**config.mk**
```make
export PLATFORM = sky130hd
export DESIGN_NAME = burst_addr_gen
export DESIGN_NICKNAME = d
export VERILOG_FILES = /design/src/rtl/burst_pkg.sv /design/src/rtl/burst_cmd_dec.sv /design/src/rtl/burst_beat_ctr.sv /design/src/rtl/burst_base_reg.sv /design/src/rtl/burst_order_map.sv /design/src/rtl/burst_addr_gen.sv
export SDC_FILE = /design/constraint.sdc
export NUM_CORES = 1
export LEC_CHECK = 0
export BUFFER_PORTS_ARGS = -buffer_cell sky130_fd_sc_hd__buf_2
export CAP_MARGIN = 5
export CORE_UTILIZATION = 27
export CTS_CLUSTER_SIZE = 10
export DETAILED_ROUTE_END_ITERATION = 6
export GPL_TIMING_DRIVEN = 0
export HOLD_SLACK_MARGIN = 0.12
export PLACE_DENSITY = 0.52
export SETUP_SLACK_MARGIN = 0.1
export SLEW_MARGIN = 20
export SYNTH_ARGS = -nofsm -noshare
export SYNTH_HDL_FRONTEND = slang
export SYNTH_SLANG_ARGS = --single-unit
```
**constraint.sdc**
```tcl
create_clock -name clk -period 1.2 [get_ports clk]
set_input_delay 0.06 -clock clk [delete_from_list [all_inputs] [get_ports clk]]
set_output_delay 0.06 -clock clk [all_outputs]
set_load 0.03 [all_outputs]
```
**src/rtl/burst_pkg.sv**
```systemverilog
package burst_pkg;

  // Decoded per-cycle action, resolved with hold and priority applied
  typedef enum logic [1:0] {
    CMD_IDLE = 2'd0,
    CMD_LOAD = 2'd1,
    CMD_STEP = 2'd2
  } burst_cmd_e;

  typedef enum logic {
    ORDER_LINEAR     = 1'b0,
    ORDER_INTERLEAVE = 1'b1
  } burst_order_e;

endpackage

```
**src/rtl/burst_cmd_dec.sv**
```systemverilog
module burst_cmd_dec
  import burst_pkg::*;
(
  input  logic       hold,
  input  logic       load,
  input  logic       advance,
  output burst_cmd_e cmd
);

  // hold masks everything; load outranks advance
  always_comb begin
    if (hold)         cmd = CMD_IDLE;
    else if (load)    cmd = CMD_LOAD;
    else if (advance) cmd = CMD_STEP;
    else              cmd = CMD_IDLE;
  end

endmodule

```
**src/rtl/burst_beat_ctr.sv**
```systemverilog
module burst_beat_ctr
  import burst_pkg::*;
#(
  parameter int BEAT_W = 2
) (
  input  logic              clk,
  input  logic              rst_n,
  input  burst_cmd_e        cmd,
  output logic [BEAT_W-1:0] beat,
  output logic              wrap_evt
);

  localparam logic [BEAT_W-1:0] LAST_BEAT = {BEAT_W{1'b1}};

  function automatic logic [BEAT_W-1:0] next_beat(input logic [BEAT_W-1:0] b);
    return b + BEAT_W'(1);
  endfunction

  assign wrap_evt = (cmd == CMD_STEP) && (beat == LAST_BEAT);

  always_ff @(posedge clk or negedge rst_n) begin
    if (!rst_n) begin
      beat <= '0;
    end else begin
      unique case (cmd)
        CMD_LOAD: beat <= '0;
        CMD_STEP: beat <= next_beat(beat);
        default:  beat <= beat;
      endcase
    end
  end

endmodule

```
**src/rtl/burst_base_reg.sv**
```systemverilog
module burst_base_reg
  import burst_pkg::*;
#(
  parameter int ADDR_W = 16
) (
  input  logic              clk,
  input  logic              rst_n,
  input  burst_cmd_e        cmd,
  input  logic [ADDR_W-1:0] start_addr,
  output logic [ADDR_W-1:0] base
);

  always_ff @(posedge clk or negedge rst_n) begin
    if (!rst_n)               base <= '0;
    else if (cmd == CMD_LOAD) base <= start_addr;
  end

endmodule

```
**src/rtl/burst_order_map.sv**
```systemverilog
module burst_order_map
  import burst_pkg::*;
#(
  parameter int BEAT_W = 2
) (
  input  burst_order_e      order,
  input  logic [BEAT_W-1:0] start_low,
  input  logic [BEAT_W-1:0] beat,
  output logic [BEAT_W-1:0] low
);

  logic [BEAT_W-1:0] ilv_low;

  function automatic logic [BEAT_W-1:0] linear_pos(
    input logic [BEAT_W-1:0] s, input logic [BEAT_W-1:0] k);
    return s + k;
  endfunction

  // interleaved order: each bit toggles with the matching beat bit
  for (genvar g = 0; g < BEAT_W; g++) begin : g_ilv
    assign ilv_low[g] = start_low[g] ^ beat[g];
  end

  always_comb begin
    if (order == ORDER_INTERLEAVE) low = ilv_low;
    else                           low = linear_pos(start_low, beat);
  end

endmodule

```
**src/rtl/burst_addr_gen.sv**
```systemverilog
module burst_addr_gen
  import burst_pkg::*;
#(
  parameter int ADDR_W = 16,
  parameter int BEAT_W = 2
) (
  input  logic              clk,
  input  logic              rst_n,
  input  logic              hold,
  input  logic              load,
  input  logic              advance,
  input  logic              interleave,
  input  logic [ADDR_W-1:0] start_addr,
  output logic [ADDR_W-1:0] addr_out
);

  localparam int UPPER_W = ADDR_W - BEAT_W;

  burst_cmd_e        cmd;
  logic [BEAT_W-1:0] beat;
  logic              wrap_evt;
  logic [ADDR_W-1:0] base;
  logic [BEAT_W-1:0] low;
  burst_order_e      order;

  assign order = burst_order_e'(interleave);

  burst_cmd_dec u_dec (
    .hold    (hold),
    .load    (load),
    .advance (advance),
    .cmd     (cmd)
  );

  burst_beat_ctr #(.BEAT_W(BEAT_W)) u_ctr (
    .clk      (clk),
    .rst_n    (rst_n),
    .cmd      (cmd),
    .beat     (beat),
    .wrap_evt (wrap_evt)
  );

  burst_base_reg #(.ADDR_W(ADDR_W)) u_base (
    .clk        (clk),
    .rst_n      (rst_n),
    .cmd        (cmd),
    .start_addr (start_addr),
    .base       (base)
  );

  burst_order_map #(.BEAT_W(BEAT_W)) u_map (
    .order     (order),
    .start_low (base[BEAT_W-1:0]),
    .beat      (beat),
    .low       (low)
  );

  assign addr_out = {base[ADDR_W-1 -: UPPER_W], low};

endmodule

```
==> out/results.tsv, run 1 <==
metric	value	unit
outcome	finished, violations left	
violated checks	negative setup slack	
Max IR drop VDD	0.829	mV
initial core utilization	28.8	%
Max stage delay on crit path	0.43	ns
Root Driver	clkbuf_4	
CP max-delay cell	dfrtp_1	
Max Fclk	0.742	GHz
routability cong.	0.701	
initial antenna violation count	0	
Core ar.	0.00310	mm^2
GRT Total Usage	10.6	%
Synth Instances	64	
largest net degree at the start of global routing	19	
first-pass GRT wire length	2680	um
cells along the critical path	ha_4 > nor2b_4 > xnor2_4 > buf_6	
via count normalized by instance count	3.87	
CTS buffer count	3	
Final min period	1.35	ns
crit path kind	flop to primary output	
Seq/Total Area, Yosys	50.4	%
vias	673	
worst path arrival time	1.29	ns
row cnt	20	
Area contributors post-synth	dfrtp_1 (50%), mux2_4 (17%), buf_4 (12%)	
Final Power	1.87	mW
vias in the first global route	635	
DRT antenna net count	0	
gr ovfl total	0	
starting DRC count in detailed routing	3	
Die Area	0.00354	mm^2
Clock Skew	0.0000337	ns
syn_area_per_cell	14.0	um^2
final period utilization	112	%
io pins	38	
Die X	59.5	um
nets	154	
CP Data Required Time	1.14	ns
max-slew violation count	0	
relative slew slack	73.6	%
WP buf/inv	1	
setup slack, reg-to-reg	-0.13	ns
hold crit path type	primary input to flop	
Crit path max-delay family	flip-flops	
CTS tree	done	
Mapped Nets	87	
layout cells sized above 1	63.1	%
Max-Cap Viols	0	
drt first pass iters	2	
Yosys cell types	16	
met2 usage	19.6	%
Avg WL per Cell	9.95	um
clock sinks	18	
GR Layer Usage met1	11.3	%
most frequent cells in the layout	buf_2 (34), dlygate4sd3_1 (20), buf_4 (19)	
# DRC	0	
RSZ-0062 raised after global routing	true	
Worst setup SP type	flop	
crit path max fanout	2	
gr busiest metal	met2	
clock latency on the worst-skew pair	0.29	ns
final setup margin	-0.148	ns
Yosys reg bits	18	
Tightest Pin Transition	0.396	ns
met3 Track Usage GR	4.59	%
Routed WL	1730	um
post-synth top area share	50.4	%
Synth area leader	dfrtp_1	
Worst Setup End Kind	primary output	
fillers	319	
Ys Warns	0	
Setup-failing EPs final	2	
Max clock buf depth	2	
Post-Syn Area	893	um^2
Fin. Hold Viols	0	
Port-buffer cells	37	
leading cell type in the layout, fill and taps excluded	buf_2	
Area Growth Syn to Fin	64.8	%
Antenna Cells	0	
final setup TNS	-0.282	ns
H-tree lvl count	1	
Die H	59.5	um
Leakage Power	0.739	nW
PD cells	1270	mW/mm^2
Reg clk slew, reported paths	0.11	ns
[sequential cells by signal, indices dropped and copies added (netlist names)]
register and count:
u_base.base 16, u_ctr.beat 2
[layer usage]
metal | part of all wire [%] | vias up
met4 | 0 | 0
met3 | 4.9 | 0
met1 | 44 | 313
li1 | - | 335
met5 | 0 | -
met2 | 51 | 25
[worst paths after layout]
kind | from | to | cells after the start
max in group asynchronous | rst_n | u_base.base[10]$_DFFE_PN0N_ | 2
hold / removal | load | u_ctr.beat[1]$_DFFE_PN0P_ | 4
hold reg to reg | u_base.base[8]$_DFFE_PN0N_ | u_base.base[8]$_DFFE_PN0N_ | 1
setup reg to reg | u_ctr.beat[0]$_DFFE_PN0P_ | u_ctr.beat[0]$_DFFE_PN0P_ | 4
setup / recovery | u_ctr.beat[0]$_DFFE_PN0P_ | addr_out[1] | 4
min in group asynchronous | rst_n | u_base.base[6]$_DFFE_PN0N_ | 2
[final cells by class]
class / instances / area, um^2 / share of cell area (%)
sequential: 18 / 450 / 30.6
timing repair buffer: 62 / 442 / 30.0
multi-input combinational: 30 / 353 / 24.0
buffer: 16 / 136 / 9.26
tap: 44 / 55.1 / 3.74
clock buffer: 4 / 36.3 / 2.46
[tightest hold or removal path, delay by kind of cell]
family | cells | cell delay [ns]
AOI/OAI and AO/OA | 3 | 0.24
buffers and inverters | 1 | 0.11
[per-stage QoR]
step	hold WS [ns]	setup slack, ns	std cells	cell area [um^2]	util (%)
final	0.147	-0.148	174	1470	47.5
after global routing	0.154	-0.234	174	1470	47.5
after CTS	0.123	-0.177	170	1440	46.3
after detailed placement	0.0176	-0.00234	145	1150	37.2
after global placement	0.0176	0.0204	145	1150	37.2
after floorplan	-0.236	0.121	64	915	-
[repair_timing]
action / in CTS / in global routing
resized for setup: 8 / 3
pin swaps: 3 / 1
endpoints found under the hold margin: 36 / 0
endpoints found under the setup margin: 3 / 6
buffers inserted: 1 / 4
hold buffers: 20 / 0
[power breakdown]
| group | switching, mW | leakage (nW) | internal (mW) |
|---|---|---|---|
| clock | 0.190 | 0.0210 | 0.185 |
| combinational | 0.333 | 0.503 | 0.413 |
| sequential | 0.0530 | 0.214 | 0.692 |
[Yosys cell counts, drive strengths merged]
cell    number
a21oi        1
buf         16
dfrtp       18
ha           1
mux2        16
nand2        1
nand2b       1
nand3        1
nor2         2
nor2b        1
o21ai        3
or4b         1
xnor2        2
[logic make-up (layout without fill, tap and decap cells)]
group	count (synthesis)	count (layout)	synth area share, %
muxes	16	16	24.4
buffers and inverters	16	82	15.3
adders and majority gates	1	1	1.40
AOI/OAI and AO/OA	4	4	2.24
DFF	18	18	50.4
and+or+nand+nor	7	7	4.34
xor gates and xnor gates	2	2	1.96
No activity file was read; power rests on OpenSTA's default activity.
==> run 2: changes to the inputs <==
CTS_BUF_LIST = sky130_fd_sc_hd__clkbuf_16   (was default)
==> run 2 against run 1 <==
Against the previous run:
- the run still ends with negative setup slack left
- final area is 0.42% lower
- worst setup slack better by 0.063 ns
- sequential share of layout area is 0.13 points higher
- first-iteration DRC count is 33% lower
- final cell count is 2.9% lower
- combinational power is 4.3% lower
- sequential cell count stayed put
- clock skew hardly changed
- hold slack worse by 0.028 ns
- highest routed layer unchanged
==> out/results.tsv, run 2 (synthesis gave the netlist of run 1 again) <==
metric	value	unit
Avg WL per Cell	9.97	um
Max stage delay on crit path	0.41	ns
drt first pass iters	2	
Area Growth Syn to Fin	64.1	%
final period utilization	107	%
CTS tree	done	
WP buf/inv	1	
vias	663	
Port-buffer cells	37	
internal power	1.52	mW
Worst Setup End Kind	primary output	
Max-Cap Viols	0	
Reg clk slew, reported paths	0.05	ns
Worst setup SP type	flop	
routability cong.	0.701	
Root Driver	clkbuf_16	
setup slack, reg-to-reg	-0.02	ns
initial core utilization	28.8	%
final instance area	0.00147	mm^2
violated checks	negative setup slack	
Die X	59.5	um
RSZ-0062 raised after global routing	true	
row cnt	20	
nets	149	
Max IR drop VDD	0.775	mV
vias in the first global route	631	
Final min period	1.28	ns
Reg power frac	35.2	%
Max Fclk	0.779	GHz
relative slew slack	73.3	%
max-slew violation count	0	
final setup margin	-0.0841	ns
Leakage Power	0.731	nW
Max clock buf depth	2	
CP max-delay cell	dfrtp_1	
most frequent cells in the layout	buf_2 (35), dlygate4sd3_1 (18), dfrtp_1 (18)	
Die H	59.5	um
DRT antenna net count	0	
H-tree lvl count	1	
Setup-failing EPs final	2	
NetSw	599	uW
fillers	318	
clock latency on the worst-skew pair	0.25	ns
Clk pwr share	31.2	%
CP Data Required Time	1.14	ns
initial antenna violation count	0	
Area after DPL	0.00115	mm^2
leading registers by flop count	u_base.base: 16 flops, u_ctr.beat: 2 flops	
leading cell type in the layout, fill and taps excluded	buf_2	
largest net degree at the start of global routing	19	
dpl ws	-0.00234	ns
final core utilization	47.3	%
worst path arrival time	1.22	ns
Combinational Power Share	33.6	%
first-pass GRT wire length	2660	um
Fin. Hold Viols	0	
CTS buffer count	3	
starting DRC count in detailed routing	2	
Crit path max-delay family	flip-flops	
sw frac	28.2	%
Routed WL	1690	um
clock sinks	18	
worst hold margin	0.118	ns
hold crit path type	primary input to flop	
gr ovfl total	0	
via count normalized by instance count	3.92	
Clock Skew	0.00000477	ns
Antenna Cells	0	
crit path kind	flop to primary output	
Core ar.	0.00310	mm^2
crit path max fanout	2	
PD cells	1450	mW/mm^2
cells along the critical path	ha_4 > nor2b_4 > xnor2_4 > buf_6	
# DRC	0	
Tightest Pin Transition	0.400	ns
outcome	finished, violations left	
Die Area	0.00354	mm^2
io pins	38	
layout cells sized above 1	62.4	%
Final Power	2.12	mW
Most flops, register	u_base.base	
GRT Total Usage	10.3	%
number of flip-flops under the largest register name	16	
## run 2: changes by cell type in the layout (fill, tap and decap cells not counted)
cell,before,now
buf_2,34,35
dlygate4sd3_1,20,18
clkbuf_16,0,3
buf_4,19,16
buf_6,4,3
clkbuf_4,3,0
clkinv_1,0,1
clkbuf_8,1,0
## run 2: metal layers
metal	vias up	share of wire [%]	track usage, %
met5	-	0	0
met4	0	0	0.997
met3	0	5.0	3.93
met2	25	51	18.9
met1	316	44	11.5
li1	322	-	-
## run 2: worst paths after layout
check	start	endpoint	depth (start not counted)
worst min register to register	u_base.base[8]$_DFFE_PN0N_	u_base.base[8]$_DFFE_PN0N_	1
max in group asynchronous	rst_n	u_base.base[10]$_DFFE_PN0N_	2
worst max-delay path	u_ctr.beat[0]$_DFFE_PN0P_	addr_out[1]	4
min in group asynchronous	rst_n	u_base.base[6]$_DFFE_PN0N_	2
worst min-delay path	advance	u_ctr.beat[1]$_DFFE_PN0P_	3
worst max register to register	u_ctr.beat[0]$_DFFE_PN0P_	u_ctr.beat[0]$_DFFE_PN0P_	3
## run 2: layout make-up
class | count | area, um^2 | share of cell area [%]
Multi-Input combinational cell | 30 | 353 | 24.1
Clock inverter | 1 | 3.75 | 0.256
Timing Repair Buffer | 57 | 393 | 26.8
Clock buffer | 3 | 75.1 | 5.12
Tap cell | 44 | 55.1 | 3.75
Sequential cell | 18 | 450 | 30.7
Buffer | 16 | 136 | 9.30
## run 2: worst reg2reg max path: stages (launching register included)
cell	delay, ns
dfrtp_1	0.41
buf_4	0.16
or4b_1	0.50
nand2_1	0.08
## run 2: stage by stage
| stage | std cells | TNS, ns |
|---|---|---|
| after floorplan | 64 | 0 |
| after global placement | 145 | 0 |
| after detailed placement | 145 | -0.00234 |
| after CTS | 168 | -0.130 |
| after global routing | 169 | -0.227 |
| final | 169 | -0.108 |
## run 2: what timing repair did
action / 4_1_cts / 5_1_grt
hold endpoints to repair: 36 / 0
buffers inserted: 1 / 1
pin swaps: 3 / 0
setup endpoints to repair: 3 / 3
gates resized for setup: 8 / 0
hold buffers: 18 / 0
## run 2: power groups by stage
| stage | Sequential, mW | Clock (mW) | Combinational [mW] |
|---|---|---|---|
| finish | 0.748 | 0.662 | 0.714 |
| global route | 0.758 | 0.714 | 0.760 |
| CTS | 0.751 | 0.678 | 0.713 |
| detailed placement | 0.755 | 0 | 0.619 |
| global placement | 0.752 | 0 | 0.611 |
| floorplan | 0.741 | 0 | 0.481 |
==> run 3: changes to the inputs <==
CORE_UTILIZATION = 46   (was 27)
PLACE_DENSITY = 0.79   (was 0.52)
TNS_END_PERCENT = 1   (was default)
==> run 3 against run 2 <==
Against the previous run:
- the run still ends with negative setup slack left
- sequential cell count stayed put
- register-to-register slack improved by 0.05 ns
- non-clock buffer count up 1
- routed wire length increased by 20%
- critical path type unchanged
- largest power group unchanged
- highest routed layer is now met4
==> out/results.tsv, run 3 (synthesis gave the netlist of run 1 again) <==
metric	value	unit
outcome	finished, violations left	
violated checks	negative setup slack	
Avg WL per Cell	13.4	um
CTS tree	done	
vias in the first global route	662	
final period utilization	109	%
Antenna Cells	0	
dpl ws	0.00408	ns
cells along the critical path	xnor2_2 > xnor2_4 > buf_6	
first-pass GRT wire length	3000	um
row cnt	15	
crit path kind	flop to primary output	
Fin. Hold Viols	0	
worst r2r dst	u_ctr.beat[0]$_DFFE_PN0P_	
Area after DPL	0.00113	mm^2
worst path arrival time	1.25	ns
Clock Skew	0.000127	ns
Tightest Pin Transition	0.396	ns
DRT antenna net count	0	
nets	150	
starting DRC count in detailed routing	10	
Max Fclk	0.762	GHz
PD cells	1470	mW/mm^2
initial antenna violation count	0	
Core ar.	0.00176	mm^2
setup slack, reg-to-reg	0.03	ns
Max clock buf depth	2	
Worst Setup End Kind	primary output	
Die X	46.1	um
Final min period	1.31	ns
worst reg2reg startpoint	u_ctr.beat[0]$_DFFE_PN0P_	
gr ovfl total	0	
clock latency on the worst-skew pair	0.24	ns
number of flip-flops under the largest register name	16	
Leakage Power	0.742	nW
Reg clk slew, reported paths	0.05	ns
Routed WL	2020	um
met3 WL post-DR	104	um
Port-buffer cells	37	
Area Growth Syn to Fin	62.0	%
Critical Path Source	u_base.base[1]$_DFFE_PN0N_	
Max-Cap Viols	0	
vias	703	
CP max-delay cell	dfrtp_1	
largest net degree at the start of global routing	19	
H-tree lvl count	1	
R2R depth	3	
met1 WL	772	um
RSZ-0062 raised after global routing	true	
initial core utilization	50.6	%
Setup-failing EPs final	1	
# DRC	0	
via count normalized by instance count	4.66	
CTS buffer count	3	
Root Driver	clkbuf_16	
met2 wire length	1120	um
Most flops, register	u_base.base	
final instance area	0.00145	mm^2
most frequent cells in the layout	buf_2 (35), dlygate4sd3_1 (19), dfrtp_1 (18)	
hold crit path type	primary input to flop	
max-slew violation count	0	
drt first pass iters	4	
Worst setup SP type	flop	
Multi-input gate area	343	um^2
CP endpoint	addr_out[1]	
relative slew slack	73.6	%
routability cong.	0.805	
leading cell type in the layout, fill and taps excluded	buf_2	
GRT Total Usage	21.1	%
Final HPWL DP	1160	um
io pins	38	
leading registers by flop count	u_base.base: 16 flops, u_ctr.beat: 2 flops	
final setup margin	-0.112	ns
clock sinks	18	
fillers	112	
CP Data Required Time	1.14	ns
layout cells sized above 1	61.1	%
Die H	46.1	um
Max stage delay on crit path	0.42	ns
register area	450	um^2
Max Used Layer	met4	
crit path max fanout	2	
Die Area	0.00212	mm^2
Max IR drop VDD	1.01	mV
run 3: critical path: cells and delay by family (launching register included):
family / cells / cell delay, ns
XOR/XNOR: 2 / 0.44
buffers and inverters: 1 / 0.14
flip-flops: 1 / 0.42
run 3: worst min-delay path by stage:
stage	from	endpoint	slack (ns)	cells after the start
2_1_floorplan	rst_n	u_base.base[0]$_DFFE_PN0N_	-0.24	0
3_3_place_gp	rst_n	u_base.base[6]$_DFFE_PN0N_	0.008	1
3_5_place_dp	rst_n	u_base.base[6]$_DFFE_PN0N_	0.01	1
4_1_cts	load	u_ctr.beat[0]$_DFFE_PN0P_	0.15	3
5_1_grt	load	u_ctr.beat[0]$_DFFE_PN0P_	0.16	3
6_report	load	u_ctr.beat[0]$_DFFE_PN0P_	0.15	3
run 3: routing by layer:
layer  vias up  GRT usage, %
met3         4          3.53
met4         0          10.6
met1       334          25.4
met5         -             0
met2        35          36.1
li1        330             -
run 3: stage by stage:
stage          cells  hold slack, ns  setup TNS (ns)  util (%)  total power [mW]
3_5_place_dp     126          0.0107               0      64.1              1.37
6_report         151           0.154          -0.112      82.1              2.13
5_1_grt          151           0.160          -0.139      82.1              2.23
4_1_cts          151           0.145          -0.103      81.9              2.13
2_1_floorplan     64          -0.236               0         -              1.22
3_3_place_gp     126         0.00756               0      64.1              1.36
run 3: repair_timing:
item,4_1_cts,5_1_grt
resized for setup,7,1
endpoints found under the setup margin,2,3
hold buffers,20,0
buffers inserted,1,0
pin swaps,3,2
hold endpoints to repair,36,0
run 3: area by class of cell:
| class | instances | area share (%) |
|---|---|---|
| Clock inverter | 1 | 0.259 |
| Timing Repair Buffer | 58 | 28.2 |
| Multi-Input combinational cell | 30 | 23.7 |
| Sequential cell | 18 | 31.1 |
| Tap cell | 25 | 2.16 |
| Clock buffer | 3 | 5.19 |
| Buffer | 16 | 9.42 |
run 3: report_power, final:
group / switching [mW] / internal, mW / leakage, nW
logic: 0.338 / 0.384 / 0.489
clock network: 0.216 / 0.442 / 0.0385
registers: 0.0574 / 0.695 / 0.214
